[src/rtl/fs_pkg.sv]
// Shared constants and types of the frame-timed sequencer.
// Assumes 16-bit instruction words and byte-wide port registers.
package fs_pkg;
    localparam int INSTR_W  = 16;
    localparam int RADDR_W  = 5;
    localparam int RDATA_W  = 8;
    localparam int TGT_W    = 15;

    localparam logic [RADDR_W-1:0] REG_CONFIG = 5'h01;
    localparam logic [RADDR_W-1:0] REG_COUNT  = 5'h02;
    localparam logic [RADDR_W-1:0] REG_TXDATA = 5'h03;
    localparam logic [RADDR_W-1:0] REG_CMD    = 5'h04;

    localparam logic [RDATA_W-1:0] CMD_SEND   = 8'h01;

    typedef enum logic {
        SEQ_IDLE = 1'b0,
        SEQ_RUN  = 1'b1
    } seq_state_t;
endpackage

[src/rtl/fs_frame_counter.sv]
// Free-running frame timer: counts quarter-bit clocks from 0 to
// FRAME_LEN-1 and wraps. Assumes one clock per quarter bit.
module fs_frame_counter #(
    parameter int FRAME_LEN = 5000,
    localparam int CNT_W = $clog2(FRAME_LEN)
) (
    input  logic             clk,
    input  logic             rst_n,
    output logic [CNT_W-1:0] cnt
);
    localparam logic [CNT_W-1:0] LAST = CNT_W'(FRAME_LEN - 1);

    // advance and wrap the frame count
    always_ff @(posedge clk) begin
        if (!rst_n)
            cnt <= '0;
        else if (cnt == LAST)
            cnt <= '0;
        else
            cnt <= cnt + CNT_W'(1);
    end
endmodule

[src/rtl/fs_sequencer.sv]
// Instruction memory, fetch and decode. Executes one word per clock.
// Waits stall until the frame count equals the target. Moves are emitted
// as a one-cycle register write strobe. The zero word stops the program.
// Assumes the memory is loaded before a start pulse is given.
module fs_sequencer
    import fs_pkg::*;
#(
    parameter int AW        = 6,
    parameter int FRAME_LEN = 5000,
    localparam int CNT_W = $clog2(FRAME_LEN),
    localparam int DEPTH = 1 << AW
) (
    input  logic               clk,
    input  logic               rst_n,
    input  logic               imem_we,
    input  logic [AW-1:0]      imem_waddr,
    input  logic [INSTR_W-1:0] imem_wdata,
    input  logic               start,
    input  logic [AW-1:0]      start_addr,
    input  logic [CNT_W-1:0]   frame_cnt,
    output logic               reg_we,
    output logic [RADDR_W-1:0] reg_addr,
    output logic [RDATA_W-1:0] reg_wdata,
    output logic               busy,
    output logic               done
);
    localparam logic [TGT_W-1:0] FRAME_LEN_T = TGT_W'(FRAME_LEN);

    logic [INSTR_W-1:0] mem [DEPTH];
    seq_state_t         state;
    logic [AW-1:0]      pc;
    logic [INSTR_W-1:0] instr;
    logic               is_end, is_wait, wait_go, advance;
    logic [TGT_W-1:0]   tgt, cnt_ext;

    // store words from the load port
    always_ff @(posedge clk) begin
        if (imem_we)
            mem[imem_waddr] <= imem_wdata;
    end

    // decode the current word
    always_comb begin
        instr   = mem[pc];
        is_end  = (instr == '0);
        is_wait = instr[INSTR_W-1];
        tgt     = instr[TGT_W-1:0];
        cnt_ext = TGT_W'(frame_cnt);
        wait_go = (tgt == '0) || (tgt >= FRAME_LEN_T) || (tgt == cnt_ext);
        advance = (state == SEQ_RUN) && !is_end && (!is_wait || wait_go);
    end

    // register write strobe for a valid move
    always_comb begin
        reg_we    = (state == SEQ_RUN) && !is_wait && !is_end
                    && (instr[14:13] == 2'b00);
        reg_addr  = instr[12:8];
        reg_wdata = instr[7:0];
    end

    // program counter, run state and completion flag
    always_ff @(posedge clk) begin
        if (!rst_n) begin
            state <= SEQ_IDLE;
            pc    <= '0;
            done  <= 1'b0;
        end else if (state == SEQ_IDLE) begin
            if (start) begin
                state <= SEQ_RUN;
                pc    <= start_addr;
                done  <= 1'b0;
            end
        end else if (is_end) begin
            state <= SEQ_IDLE;
            done  <= 1'b1;
        end else if (advance) begin
            pc <= pc + AW'(1);
        end
    end

    assign busy = (state == SEQ_RUN);
endmodule

[src/rtl/fs_serial_port.sv]
// Control registers and serial shifter. A command write of the send code
// loads the low N data bits, MSB aligned, and shifts them out two clocks
// per bit. Assumes SER_W does not exceed the register data width.
module fs_serial_port
    import fs_pkg::*;
#(
    parameter int SER_W = 8,
    localparam int CW = $clog2(SER_W + 1)
) (
    input  logic               clk,
    input  logic               rst_n,
    input  logic               reg_we,
    input  logic [RADDR_W-1:0] reg_addr,
    input  logic [RDATA_W-1:0] reg_wdata,
    output logic               ser_en,
    output logic               ser_dat,
    output logic               ser_clk,
    output logic               pol_o,
    output logic               count_nz_o
);
    localparam logic [RDATA_W-1:0] SER_W_B = RDATA_W'(SER_W);

    logic              pol_q;
    logic [RDATA_W-1:0] count_q;
    logic [SER_W-1:0]  tx_q;
    logic              active, phase;
    logic [CW-1:0]     left;
    logic [SER_W-1:0]  sh;
    logic [CW-1:0]     n_eff;
    logic              go;

    // clamp the bit count and qualify a send command
    always_comb begin
        n_eff = (count_q > SER_W_B) ? CW'(SER_W) : count_q[CW-1:0];
        go    = reg_we && (reg_addr == REG_CMD) && (reg_wdata == CMD_SEND)
                && !active && (count_q != '0);
    end

    // configuration, count and data registers
    always_ff @(posedge clk) begin
        if (!rst_n) begin
            pol_q   <= 1'b0;
            count_q <= '0;
            tx_q    <= '0;
        end else if (reg_we) begin
            case (reg_addr)
                REG_CONFIG: pol_q   <= reg_wdata[0];
                REG_COUNT:  count_q <= reg_wdata;
                REG_TXDATA: tx_q    <= reg_wdata[SER_W-1:0];
                default:    ;
            endcase
        end
    end

    // shift engine: two clocks per bit, MSB first
    always_ff @(posedge clk) begin
        if (!rst_n) begin
            active <= 1'b0;
            phase  <= 1'b0;
            left   <= '0;
            sh     <= '0;
        end else if (go) begin
            active <= 1'b1;
            phase  <= 1'b0;
            left   <= n_eff;
            sh     <= tx_q << (SER_W - int'(n_eff));
        end else if (active) begin
            if (phase) begin
                phase <= 1'b0;
                sh    <= sh << 1;
                left  <= left - CW'(1);
                if (left == CW'(1))
                    active <= 1'b0;
            end else begin
                phase <= 1'b1;
            end
        end
    end

    assign ser_en     = active;
    assign ser_dat    = active & sh[SER_W-1];
    assign ser_clk    = pol_q ^ (active & phase);
    assign pol_o      = pol_q;
    assign count_nz_o = (count_q != '0);
endmodule

[src/rtl/frame_seq_top.sv]
// Top of the frame-timed register write sequencer: frame timer,
// program sequencer and serial output port. Assumes clk is the
// quarter-bit clock.
module frame_seq_top
    import fs_pkg::*;
#(
    parameter int FRAME_LEN = 5000,
    parameter int AW        = 6,
    parameter int SER_W     = 8,
    localparam int CNT_W = $clog2(FRAME_LEN)
) (
    input  logic               clk,
    input  logic               rst_n,
    input  logic               imem_we,
    input  logic [AW-1:0]      imem_waddr,
    input  logic [INSTR_W-1:0] imem_wdata,
    input  logic               start,
    input  logic [AW-1:0]      start_addr,
    output logic [CNT_W-1:0]   frame_cnt,
    output logic               busy,
    output logic               done,
    output logic               ser_en,
    output logic               ser_dat,
    output logic               ser_clk
);
    logic               reg_we;
    logic [RADDR_W-1:0] reg_addr;
    logic [RDATA_W-1:0] reg_wdata;
    logic               pol;
    logic               count_nz;

    fs_frame_counter #(.FRAME_LEN(FRAME_LEN)) cnt_i (
        .clk (clk),
        .rst_n (rst_n),
        .cnt (frame_cnt)
    );

    fs_sequencer #(.AW(AW), .FRAME_LEN(FRAME_LEN)) seq_i (
        .clk (clk),
        .rst_n (rst_n),
        .imem_we (imem_we),
        .imem_waddr (imem_waddr),
        .imem_wdata (imem_wdata),
        .start (start),
        .start_addr (start_addr),
        .frame_cnt (frame_cnt),
        .reg_we (reg_we),
        .reg_addr (reg_addr),
        .reg_wdata (reg_wdata),
        .busy (busy),
        .done (done)
    );

    fs_serial_port #(.SER_W(SER_W)) port_i (
        .clk (clk),
        .rst_n (rst_n),
        .reg_we (reg_we),
        .reg_addr (reg_addr),
        .reg_wdata (reg_wdata),
        .ser_en (ser_en),
        .ser_dat (ser_dat),
        .ser_clk (ser_clk),
        .pol_o (pol),
        .count_nz_o (count_nz)
    );
endmodule

[config.mk]
export PLATFORM = sky130hd
export DESIGN_NAME = frame_seq_top
export DESIGN_NICKNAME = d
export VERILOG_FILES = /design/src/rtl/fs_pkg.sv /design/src/rtl/fs_frame_counter.sv /design/src/rtl/fs_sequencer.sv /design/src/rtl/fs_serial_port.sv /design/src/rtl/frame_seq_top.sv
export SDC_FILE = /design/constraint.sdc
export NUM_CORES = 1
export LEC_CHECK = 0
export BUFFER_PORTS_ARGS = -buffer_cell sky130_fd_sc_hd__buf_2
export CAP_MARGIN = 20
export CORE_MARGIN = 8
export CORE_UTILIZATION = 35
export DETAILED_ROUTE_END_ITERATION = 8
export GPL_ROUTABILITY_DRIVEN = 1
export SYNTH_ARGS = -nofsm -noshare
export SYNTH_HDL_FRONTEND = slang
export SYNTH_SLANG_ARGS = --single-unit
export TNS_END_PERCENT = 1
[constraint.sdc]
create_clock -name clk -period 5.45 [get_ports clk]
set_clock_uncertainty 0.05 [all_clocks]
set_input_delay 0.545 -clock clk [delete_from_list [all_inputs] [get_ports clk]]
set_output_delay 0.545 -clock clk [all_outputs]
set_load 0.03 [all_outputs]
==> reports/qor.csv, run 1 <==
metric,value,unit
fin nets,2356,
sequential element share of the synthesized area,0.750,
largest family of logic cells by synthesized area,multiplexers,
crit start category,flop,
share of synthesized registers carrying an async set or reset,0,
via count,22300,
Syn Nets,2146,
Initial Utilization,0.351,
Tot GR Track Use,0.165,
ys flop type,edfxtp_1,
Sum Neg Setup Slack,0,ns
critical path class,flop to flop,
Max Freq,192,MHz
fillers,10600,
Synth Area in Compound Gates,0.0260,
row count,128,
DRT iter0 DRCs,2875,
MaxCap Viol Count,0,
worst hold-check path type,input port to flop,
WL/cell,27.6,um
io pins,50,
Post-Synthesis Cells,2109,
Crit path largest cell delay,0.82,ns
Chip Height,365,um
Post-CTS Resized,0,
gpl congestion,0.865,
critical path required time,6.00,ns
final hold viol count,0,
Slowest cell on crit path,dfxtp_4,
"EDFF count, synth",1024,
Synth Area in Adders,0.00147,
Root Buffer,clkbuf_16,
clk buf depth,3,
layout cells sized above 1,0.273,
antenna violations before repair,16,
Hold Buf Count CTS,0,
pwr/cell area,367,nW/um^2
DRC Markers,0,
worst path arrival time,5.77,ns
post-CTS setup buffers,0,
clk sinks,1082,
DP Wirelength,69.9,mm
synth warn,0,
vias per std cell,5.51,
"Area growth, synth to finish",15.5,%
RSZ-0062 raised after global routing,no,
TritonCTS clock tree,built,
final core utilization,0.406,
port buffer count,49,
Finish-stage setup viols,0,
mux contribution to synthesized area,0.162,
Worst-Margin Slew,1.03,ns
status,completed,
crit-path cells,"buf_12, buf_4, mux4_1, mux2i_1, a221o_1, a211oi_1, or2_2, or4_1, or4_1, buf_4, nor3_1, a32oi_1, a21oi_1",
Final Max Tran Viols,0,
Critical Path End Type,flop,
pre-CTS WS,0.280,ns
Die Width,365,um
Detailed Route WL,112,mm
Clock Latency Late Sink,0.70,ns
Simple-Gate Fraction of Synth Area,0.0376,
Die ar.,133000,um^2
vias in the first global route,22200,
CP Max Fanout,28,
"Reg clk slew, reported paths",0.06,ns
Final Power,18.1,mW
relative slew slack,0.304,
mean post-synth cell area,20.2,um^2
H-tree levels,3,
#FFs+latches synth,1082,
synth unique cells,67,
first-pass GRT wire length,161,mm
Synth Area in XOR/XNOR,0.00556,
first drt pass iteration count,5,
largest net degree at the start of global routing,65,
Pleak,15.4,nW
Worst IR Drop VDD,0.000266,V
mapped cell area,42600,um^2
Final min period,5.22,ns
core area,121000,um^2
gr ovfl total,0,
Final ANT Viol Nets,0,
Worst Slack Setup Final,0.231,ns
CTS Buf Count,109,
final worst-path cycle share,0.958,
## cell usage after synthesis, types with 3 or more instances
| master | number | area share |
|---|---|---|
| mux2i_1 | 98 | 0.023 |
| a31oi_1 | 16 | 0.0024 |
| or3_1 | 7 | 0.0010 |
| nor3b_1 | 3 | 0.00053 |
| nor2_1 | 130 | 0.011 |
| nor3_1 | 10 | 0.0012 |
| and2_1 | 8 | 0.0012 |
| clkbuf_1 | 35 | 0.0031 |
| nor2b_1 | 15 | 0.0022 |
| and3_1 | 4 | 0.00059 |
| o31ai_1 | 3 | 0.00053 |
| buf_2 | 32 | 0.0038 |
| buf_4 | 29 | 0.0051 |
| buf_1 | 5 | 0.00044 |
| mux4_1 | 6 | 0.0037 |
| xnor2_1 | 16 | 0.0033 |
| nand2_1 | 81 | 0.0071 |
| a221oi_1 | 19 | 0.0039 |
| dfxtp_1 | 58 | 0.027 |
| nand4_1 | 6 | 0.00088 |
| edfxtp_1 | 1024 | 0.72 |
| or2_2 | 3 | 0.00044 |
| a22o_1 | 6 | 0.0012 |
| nand3b_1 | 8 | 0.0014 |
| ha_1 | 5 | 0.0015 |
| o21ai_0 | 11 | 0.0013 |
| a32oi_1 | 8 | 0.0016 |
| buf_12 | 3 | 0.0014 |
| or3b_2 | 4 | 0.00082 |
| nand3_1 | 47 | 0.0055 |
| a21oi_1 | 35 | 0.0041 |
| buf_6 | 6 | 0.0016 |
| mux4_2 | 248 | 0.13 |
| mux2_2 | 17 | 0.0045 |
| a22oi_1 | 19 | 0.0034 |
| a211oi_1 | 18 | 0.0032 |
| o22ai_1 | 8 | 0.0012 |
| inv_1 | 9 | 0.00079 |
| or4b_1 | 3 | 0.00071 |
| xor2_1 | 11 | 0.0023 |
| or4_1 | 4 | 0.00071 |
## where the power goes
group | switching (mW) | internal (mW) | total [mW]
combinational | 0.966 | 0.669 | 1.64
sequential | 0.0833 | 9.16 | 9.24
clock | 3.13 | 4.06 | 7.19
## metal layers
metal,track usage,up-vias,part of all wire
li1,-,9158,-
met1,0.234,11800,0.42
met2,0.259,1109,0.47
met3,0.0381,160,0.091
met4,0.0388,4,0.023
met5,0,-,0.00024
## registers in the layout, indices dropped and copies added (netlist names), named ones only
signal,cells
seq_i.busy,1
seq_i.done,1
port_i.ser_en,1
port_i.tx_q,8
port_i.left,4
port_i.phase,1
port_i.sh,8
port_i.count_q,8
port_i.pol_o,1
seq_i.mem,1024
seq_i.pc,6
cnt_i.cnt,13
## logic make-up after synthesis
| family | count (synthesis) |
|---|---|
| XOR/XNOR | 27 |
| AND/OR/NAND/NOR | 343 |
| adder cells (fa/ha/maj) | 5 |
| buffers and inverters | 124 |
| AO/OA/AOI/OAI | 159 |
| flip-flops | 1082 |
| multiplexers | 369 |
## through the flow
stage / hold WS (ns) / cell area (um^2) / std cells
6_report: 0.121 / 49200 / 4044
3_5_place_dp: 0.422 / 45600 / 3826
5_1_grt: 0.0990 / 49200 / 4038
2_1_floorplan: 0.391 / 42600 / 2109
4_1_cts: 0.0817 / 49000 / 4028
3_3_place_gp: 0.409 / 45400 / 3819
## worst paths after layout
check | start | end | slack [ns] | cells past startpoint
hold / removal | rst_n | cnt_i.cnt[2] | 0.12 | 3
hold reg to reg | port_i.sh[0] | port_i.sh[0] | 0.43 | 2
setup / recovery | flop | port_i.sh[2] | 0.23 | 13
setup reg to reg | flop | port_i.sh[2] | 0.23 | 13
## worst max-delay path, delay by kind of cell (launching register included)
family,cells,cell delay [ns]
buffers and inverters,3,0.77
AND/OR/NAND/NOR,4,1.87
multiplexers,2,0.81
AO/OA/AOI/OAI,4,0.80
flip-flops,1,0.82
## cell type report
class / count / area (um^2) / share of cell area
repair buffers: 212 / 1760 / 0.0359
inverters: 11 / 41.3 / 0.000840
multi-input cells: 903 / 9970 / 0.203
clock buffers: 133 / 2860 / 0.0582
clock inverters: 69 / 562 / 0.0114
well taps: 1625 / 2030 / 0.0413
flip-flops and latches: 1082 / 31900 / 0.649
diodes: 9 / 22.5 / 0.000458
## cell usage in the layout (no fill, tap or decap), types with 6 or more instances in the layout
cell type,netlist,routed
o22ai_1,8,8
and2_1,8,8
nor3_1,10,10
buf_4,29,142
clkbuf_1,35,22
diode_2,0,9
edfxtp_1,1024,1024
inv_1,9,9
mux2i_1,98,98
dfxtp_1,58,53
o21ai_0,11,11
nor2_2,0,20
clkbuf_16,0,111
nor2_1,130,110
nor2b_1,15,15
nand2_1,81,81
buf_12,3,14
a22oi_1,19,19
clkinv_2,0,18
clkinv_1,1,35
mux2_2,17,17
mux4_2,248,248
a31oi_1,16,16
buf_2,32,49
xnor2_1,16,16
mux4_1,6,6
nand3b_1,8,8
a221oi_1,19,19
a211oi_1,18,18
or3_1,7,7
a32oi_1,8,8
buf_16,0,6
bufinv_16,0,7
a21oi_1,35,35
a22o_1,6,6
xor2_1,11,11
nand3_1,47,47
nand4_1,6,6
No activity file was read; power rests on OpenSTA's default activity.
==> run 2: changes to the inputs <==
==> constraint.sdc (replaced) <==
create_clock -name clk -period 5.45 [get_ports clk]
set_clock_uncertainty 0.05 [all_clocks]
set_input_delay 0.8175 -clock clk [delete_from_list [all_inputs] [get_ports clk]]
set_output_delay 0.8175 -clock clk [all_outputs]
set_load 0.03 [all_outputs]
==> run 2 against run 1 <==
Flip-flop and latch count is the same. Sequential share of layout area down 0.12 points. Non-clock buffer count is 1 higher. Critical endpoint unchanged. Wire length is 0.16% higher. Clock-buffer cell count decreased by 3. Cell area is 0.19% higher. First-iteration DRC count shrank 1.9%. Via count is 0.73% lower.
==> reports/qor.csv, run 2 (synthesized netlist as in run 1, its figures left out) <==
metric,value,unit
vias in the first global route,22200,
row count,128,
critical path required time,5.99,ns
layout cells sized above 1,0.278,
Worst-Margin Slew,1.07,ns
final hold slack,0.409,ns
relative slew slack,0.277,
clk sinks,1082,
Sum Neg Setup Slack,0,ns
Final Max Tran Viols,0,
pwr/cell area,370,nW/um^2
Post-CTS Resized,0,
CP Max Fanout,28,
final worst-path cycle share,0.958,
Final min period,5.22,ns
Die Width,365,um
"Largest delay share family, worst path",simple AND/OR/NAND/NOR gates,
via count,22100,
clk buf depth,3,
Slowest cell on crit path,dfxtp_4,
Hold Path Origin,rst_n,
port buffer count,49,
post-CTS setup buffers,0,
Tot GR Track Use,0.165,
max reg flops,1024,
Finished Cell Area,49300,um^2
Final Power,18.2,mW
Detailed Route WL,112,mm
Die ar.,133000,um^2
fillers,10600,
Worst IR Drop VDD,0.000267,V
largest net degree at the start of global routing,65,
MaxCap Viol Count,0,
Initial Utilization,0.351,
vias per std cell,5.47,
gpl congestion,0.869,
"Reg clk slew, reported paths",0.06,ns
Crit path largest cell delay,0.80,ns
Chip Height,365,um
H-tree levels,3,
Pleak,15.5,nW
TritonCTS clock tree,built,
Top Registers,"seq_i.mem: 1024 flops, cnt_i.cnt: 13 flops",
first-pass GRT wire length,161,mm
"commonest non-fill, non-tap cells in the layout","edfxtp_1, mux4_2, buf_4",
DRC Markers,0,
Root Buffer,clkbuf_16,
critical path class,flop to flop,
pre-CTS WS,0.231,ns
final hold viol count,0,
worst path arrival time,5.76,ns
fin nets,2355,
Worst Slack Setup Final,0.231,ns
status,completed,
crit-path cells,"buf_12, buf_4, mux4_1, mux2i_1, a221o_1, a211oi_1, or2_2, or4_1, or4_1, buf_4, nor3_1, a32oi_1, a21oi_1",
Reg2Reg Setup Slack,0.23,ns
Hold Buf Count CTS,0,
DRT iter0 DRCs,2819,
Clock Latency Late Sink,0.69,ns
worst hold-check path type,input port to flop,
CTS Buf Count,107,
Finish-stage setup viols,0,
Max Freq,192,MHz
Final ANT Viol Nets,0,
WL/cell,27.7,um
DP Wirelength,70.0,mm
crit start category,flop,
"most common cell after layout, fill and taps aside",edfxtp_1,
Bufs and invs on worst path,3,
RSZ-0062 raised after global routing,no,
io pins,50,
core area,121000,um^2
Critical Path End Type,flop,
Biggest register,seq_i.mem,
"Area growth, synth to finish",15.8,%
gr ovfl total,0,
DP Area,45600,um^2
first drt pass iteration count,6,
antenna violations before repair,12,
-- run 2: changes by cell type in the layout (fill, tap and decap cells not counted), sizes merged --
cell,delta
bufinv,+5
buf,+1
clkinv,-7
clkinvlp,-2
clkbuf,-3
-- run 2: final timing paths --
path | endpoint | depth (start not counted)
setup reg to reg | port_i.sh[2] | 13
hold / removal | cnt_i.cnt[2] | 3
hold reg to reg | port_i.sh[0] | 2
setup / recovery | port_i.sh[2] | 13
-- run 2: metal layers --
layer	part of all wire	track usage	wire length [um]	vias up
met3	0.092	0.0381	10300	178
met4	0.024	0.0413	2720	4
li1	-	-	-	9138
met5	0.00028	0	31	-
met1	0.42	0.235	47200	11700
met2	0.46	0.257	51600	1062
-- run 2: metrics by stage --
step | util | instances
after global routing | 0.406 | 4031
after CTS | 0.405 | 4022
after detailed placement | 0.376 | 3827
after floorplan | - | 2109
final | 0.406 | 4038
after global placement | 0.375 | 3819
-- run 2: worst register-to-register path: stages (launching register included) --
cell,delay (ns)
dfxtp_4,0.80
buf_12,0.29
buf_4,0.26
mux4_1,0.58
mux2i_1,0.22
a221o_1,0.33
a211oi_1,0.21
or2_2,0.39
or4_1,0.58
or4_1,0.70
buf_4,0.23
nor3_1,0.21
a32oi_1,0.09
a21oi_1,0.19
-- run 2: where the power goes --
| group | switching (mW) | internal (mW) |
|---|---|---|
| registers | 0.0830 | 9.16 |
| logic | 0.971 | 0.670 |
| clock network | 3.12 | 4.24 |
| total | 4.18 | 14.1 |
-- run 2: cell type report --
type	count	area (um^2)	share of cell area
Inverter	11	41.3	0.000838
Clock buffer	130	2810	0.0570
Tap cell	1625	2030	0.0413
Clock inverter	65	697	0.0141
Timing Repair Buffer	213	1780	0.0361
Antenna cell	9	22.5	0.000457
Multi-Input combinational cell	903	9970	0.202
Sequential cell	1082	31900	0.648
